===== src/rtl/addr_bounds_guard.sv =====
module addr_bounds_guard #(
  parameter int AW = 64,
  parameter int NREG = 3,
  parameter int SELW = 3,
  parameter int CTRL_IDX = 6,
  parameter int CLR_BIT = 8,
  parameter logic [AW-1:0] APP_TOP = 64'h1_0000_0000
) (
  input  logic          clk,
  input  logic          rst_n,
  input  logic          acc_valid,
  input  logic [AW-1:0] acc_addr,
  input  logic          cfg_we,
  input  logic [SELW-1:0] cfg_sel,
  input  logic [AW-1:0] cfg_wdata,
  output logic          viol_pulse,
  output logic          viol_sticky,
  output logic [AW-1:0] viol_addr
);

  logic [NREG-1:0] en_q;
  logic [NREG-1:0] hit;
  logic            ctrl_wr, clr, rsvd, bad;

  assign ctrl_wr = cfg_we && (cfg_sel == SELW'(CTRL_IDX));
  assign clr     = ctrl_wr && cfg_wdata[CLR_BIT];

  for (genvar r = 0; r < NREG; r++) begin : g_rgn
    localparam logic [SELW-1:0] LO_SEL = SELW'(2 * r);
    localparam logic [SELW-1:0] HI_SEL = SELW'(2 * r + 1);
    logic [AW-1:0] lo_q, hi_q;

    always_ff @(posedge clk) begin
      if (!rst_n) begin
        lo_q <= '0;
        hi_q <= '0;
      end else if (cfg_we) begin
        if (cfg_sel == LO_SEL) lo_q <= cfg_wdata;
        if (cfg_sel == HI_SEL) hi_q <= cfg_wdata;
      end
    end

    assign hit[r] = en_q[r] && (acc_addr >= lo_q) && (acc_addr < hi_q);
  end

  assign rsvd = acc_addr >= APP_TOP;
  assign bad  = acc_valid && (|en_q) && (rsvd || !(|hit));

  always_ff @(posedge clk) begin
    if (!rst_n) begin
      en_q        <= '0;
      viol_pulse  <= 1'b0;
      viol_sticky <= 1'b0;
      viol_addr   <= '0;
    end else begin
      if (ctrl_wr) en_q <= cfg_wdata[NREG-1:0];
      viol_pulse <= bad;
      if (bad && (!viol_sticky || clr)) begin
        viol_sticky <= 1'b1;
        viol_addr   <= acc_addr;
      end else if (clr) begin
        viol_sticky <= 1'b0;
      end
    end
  end

endmodule



===== config.mk =====
export PLATFORM = sky130hd
export DESIGN_NAME = addr_bounds_guard
export DESIGN_NICKNAME = d
export VERILOG_FILES = /design/src/rtl/addr_bounds_guard.sv
export SDC_FILE = /design/constraint.sdc
export NUM_CORES = 1
export LEC_CHECK = 0
export BUFFER_PORTS_ARGS = -buffer_cell sky130_fd_sc_hd__buf_4
export CORE_MARGIN = 2
export CORE_UTILIZATION = 55
export DETAILED_ROUTE_END_ITERATION = 8
export HOLD_SLACK_MARGIN = 0.1
export PLACE_DENSITY = 0.77
export RECOVER_POWER = 100
export REMOVE_ABC_BUFFERS = 1
export SYNTH_ARGS = -nofsm -noshare
export SYNTH_HDL_FRONTEND = slang
export SYNTH_SLANG_ARGS = --single-unit

===== constraint.sdc =====
create_clock -name clk -period 2.8 [get_ports clk]
set_input_delay 0.28 -clock clk [delete_from_list [all_inputs] [get_ports clk]]
set_output_delay 0.28 -clock clk [all_outputs]
set_load 0.1 [all_outputs]

==> results.md <==
* Post-Synthesis Cells at 3336
* Global route overflow at 0
* Final period utilization at 118%
* Pin count of the biggest net entering global routing at 94
* Ys flop type: dfxtp_1
* Final setup vio count at 66
* Slew headroom at -4.73%
* Multi-input logic area at 15000 sq um
* Root Buffer Master: clkbuf_16
* Core box area at 45500 sq um
* Skew final at 0.0180 ns
* Post-DR vias/cell at 5.54
* Library cells used by synthesis at 56
* PwrDens at 497 nW/um^2
* Sequential power share at 41.6%
* Clock power share at 42.6%
* Total Negative Setup Slacks at -25.55 ns
* Proportion of layout cells with a drive suffix above 1 at 15.1%
* # IOs at 201
* Worst VDD drop at 0.411 mV
* Routed WL per cell at 17.8 um
* Pint at 11.7 mW
* First-pass DRT Iterations at 6
* Worst setup SP type: register
* Fillers at 3647
* Post-synth ARST share at 0%
* Mapped Area at 25400 sq um
* Yosys warns at 0
* Die span in x at 219 um
* CP max stage cell: a211o_1
* Cell Count, Final, Fillers Out at 4414
* Pre-CTS setup slack at -0.827 ns
* Psw at 4.32 mW
* Residual DRC at 0
* Status: complete, but fails checks
* Vias at 24437
* Crit-path max FO at 8
* Most repeated library cell on the critical path: nand4_1
* Power, Total at 16.0 mW
* Worst hold slack at 0.120 ns
* TritonCTS clock tree: built
* RSZ-0062 raised after global routing: yes
* Longest Clk Path Bufs at 3
* # nets final at 4292
* Die area at 48000 sq um
* Initial antenna violation count at 2
* Clk sinks at 453
* Worst-path clk slew at 0.06 ns
* Setup CP Type: reg2reg
* Max_cap viols at 2
* Syn_area_per_cell at 7.63 sq um
* Pins over their slew limit at 150
* Hpwl dp at 52.4 mm
* Worst-path cell chain: inv_2 > ha_4 > nand4_1 > nor3_2 > buf_4 > nand4_1 > a211o_1 > a31oi_4 > o32ai_4 > nor4b_4 > buf_6 > buf_12 > mux2i_2
* CTS H-tree depth at 2
* Min cycle time layout at 3.29 ns
* DP Area at 29100 sq um
* Inst Count DP at 4221
* Final design utilization at 70.8%
* Hold Vio Cnt, Final at 0
* Worst path arrival time at 3.80 ns
* WP buf/inv at 4
* P_leak at 12.1 nW
* Critical Path Sink Type: register
* Register bit total from synthesis at 453
* Total CTS buffers at 50
* Final worst slack at -0.493 ns
* Design area at 32200 sq um
* Layout area overhead at 26.6%
* Total track usage at 32.2%
* Worst skew pair latency at 0.60 ns
* First-pass GRT wire length at 123 mm
* Register Area at 9100 sq um
* Failing checks: max-capacitance violations, max-slew violations, negative setup slack
* Die extent in y at 219 um
* Number of flops mapped to enable cells by yosys at 0
* Routed WL at 78.8 mm
* CP top delay family: simple AND/OR/NAND/NOR gates
* Net Sw Frac at 26.9%
* Initial Util at 56.0%
* Placer Congestion at 0.915
* Critical Path RT at 3.31 ns
* Std cell rows at 78
* Number of global-route vias before repair at 23548
* Slew @ Worst Pin at 1.57 ns
* Port buffer count at 200
* HP Class: in2reg
* Max incr delay on CP at 0.40 ns
* Sequential area share after synthesis at 35.6%
* FMAX at 304 MHz
* Detail Route Antenna Nets at 0
* DR iter-0 viols at 2112
* Comb power frac at 15.8%
## worst reg2reg max path, delay by kind of cell, from the launching register on
kind                       cells  cell delay (ns)
DFF                            1             0.34
buffers and inverters          4             0.63
muxes                          1             0.23
and+or+nand+nor                4             0.99
AOI/OAI and AO/OA              3             0.75
adders and majority gates      1             0.27
## flip-flops by register name (all words and copies together), names as in the netlist
name and cells:
g_rgn.lo_q 192, viol_sticky 1, viol_addr 64, viol_pulse 1, en_q 3, g_rgn.hi_q 192
## per-layer routing
layer / track usage [%] / up-vias / routed length, um
li1: - / 11951 / -
met1: 41.3 / 11382 / 33200
met2: 54.1 / 910 / 36800
met3: 5.28 / 192 / 5800
met4: 12.5 / 2 / 2920
met5: 0 / - / 13
## layout make-up
type,instances,area share [%]
multi-input combinational,2353,46.5
sequential,453,28.2
timing repair buffer,532,13.2
clock buffer,75,4.81
inverter,386,4.51
tap,600,2.33
clock inverter,14,0.474
antenna,1,0.00777
## cells in the mapped netlist, types with 2 or more instances
cell | instances | share of area [%]
buf_12 | 6 | 0.47
or3_1 | 2 | 0.049
nor4_1 | 16 | 0.39
inv_1 | 386 | 5.7
o21ai_0 | 57 | 1.1
a21oi_1 | 506 | 10
nand2b_1 | 3 | 0.074
nor3_1 | 17 | 0.33
o32ai_1 | 2 | 0.069
a221oi_1 | 13 | 0.45
a211oi_1 | 15 | 0.44
nand2_1 | 995 | 15
or4_1 | 2 | 0.059
o2111ai_1 | 3 | 0.10
nor2_1 | 53 | 0.78
dfxtp_1 | 453 | 36
and2_1 | 2 | 0.049
o21bai_1 | 2 | 0.059
a2111oi_0 | 5 | 0.17
o211ai_1 | 5 | 0.15
ha_1 | 381 | 19
mux2i_1 | 67 | 2.6
a21o_1 | 51 | 1.5
o31ai_1 | 5 | 0.15
nand4_1 | 55 | 1.4
clkbuf_1 | 131 | 1.9
a221o_1 | 3 | 0.12
buf_1 | 6 | 0.088
and4_1 | 13 | 0.45
and3_1 | 3 | 0.074
nand4b_1 | 3 | 0.10
nor2b_1 | 6 | 0.15
nand3_1 | 27 | 0.53
o21ai_1 | 2 | 0.039
a31oi_1 | 6 | 0.15
a211o_1 | 6 | 0.21
o21a_1 | 9 | 0.27
## cells by family (layout without fill, tap and decap cells)
logic type               Yosys count  in the layout  synth area share, %
AO/OA/AOI/OAI                    701            701                 15.4
adder cells (fa/ha/maj)          381            381                 18.7
buffers and inverters            530           1007                 8.23
flip-flops                       453            453                 35.6
multiplexers                      67             67                 2.64
other                              0              1                    0
AND/OR/NAND/NOR                 1204           1204                 19.4
## power groups by stage
stage	registers, mW	logic, mW	clock network [mW]
after global routing	6.67	2.78	7.12
after detailed placement	6.79	2.28	0
after floorplan	6.94	1.04	0
after global placement	6.79	2.24	0
final	6.66	2.53	6.83
after CTS	6.65	2.45	6.88
## cell usage in the layout, fill, tap and decap left out, types with 9 or more instances in the layout
master         instances
nand2_1              991
a21oi_1              501
dfxtp_1              430
inv_1                376
ha_1                 356
buf_4                343
dlygate4sd3_1         90
clkbuf_1              75
mux2i_1               64
nand4_1               55
clkbuf_16             55
a21o_1                51
o21ai_0               51
nor2_1                48
ha_4                  25
nand3_1               24
dfxtp_2               23
buf_12                17
nor3_1                15
clkbuf_8              14
a211oi_1              13
and4_1                12
nor4_1                12
inv_2                  9
o21a_1                 9
## path summary, 6_finish.rpt
check / slack (ns) / startpoint / to / cells past startpoint
min reg2reg: 0.45 / g_rgn[2].hi_q[46] / g_rgn[2].hi_q[46] / 2
min: 0.12 / acc_addr[5] / viol_addr[5] / 4
max reg2reg: -0.49 / g_rgn[2].hi_q[45] / viol_addr[30] / 13
max: -0.49 / g_rgn[2].hi_q[45] / viol_addr[30] / 13
## repair_timing
item,CTS,global route
setup endpoints to repair,66,66
setup buffers,5,7
resized for setup,49,79
hold buffers,90,0
hold endpoints to repair,413,0
pin swaps,27,33
cloned,1,2
Note: power is estimated with default switching activity, not from simulation.
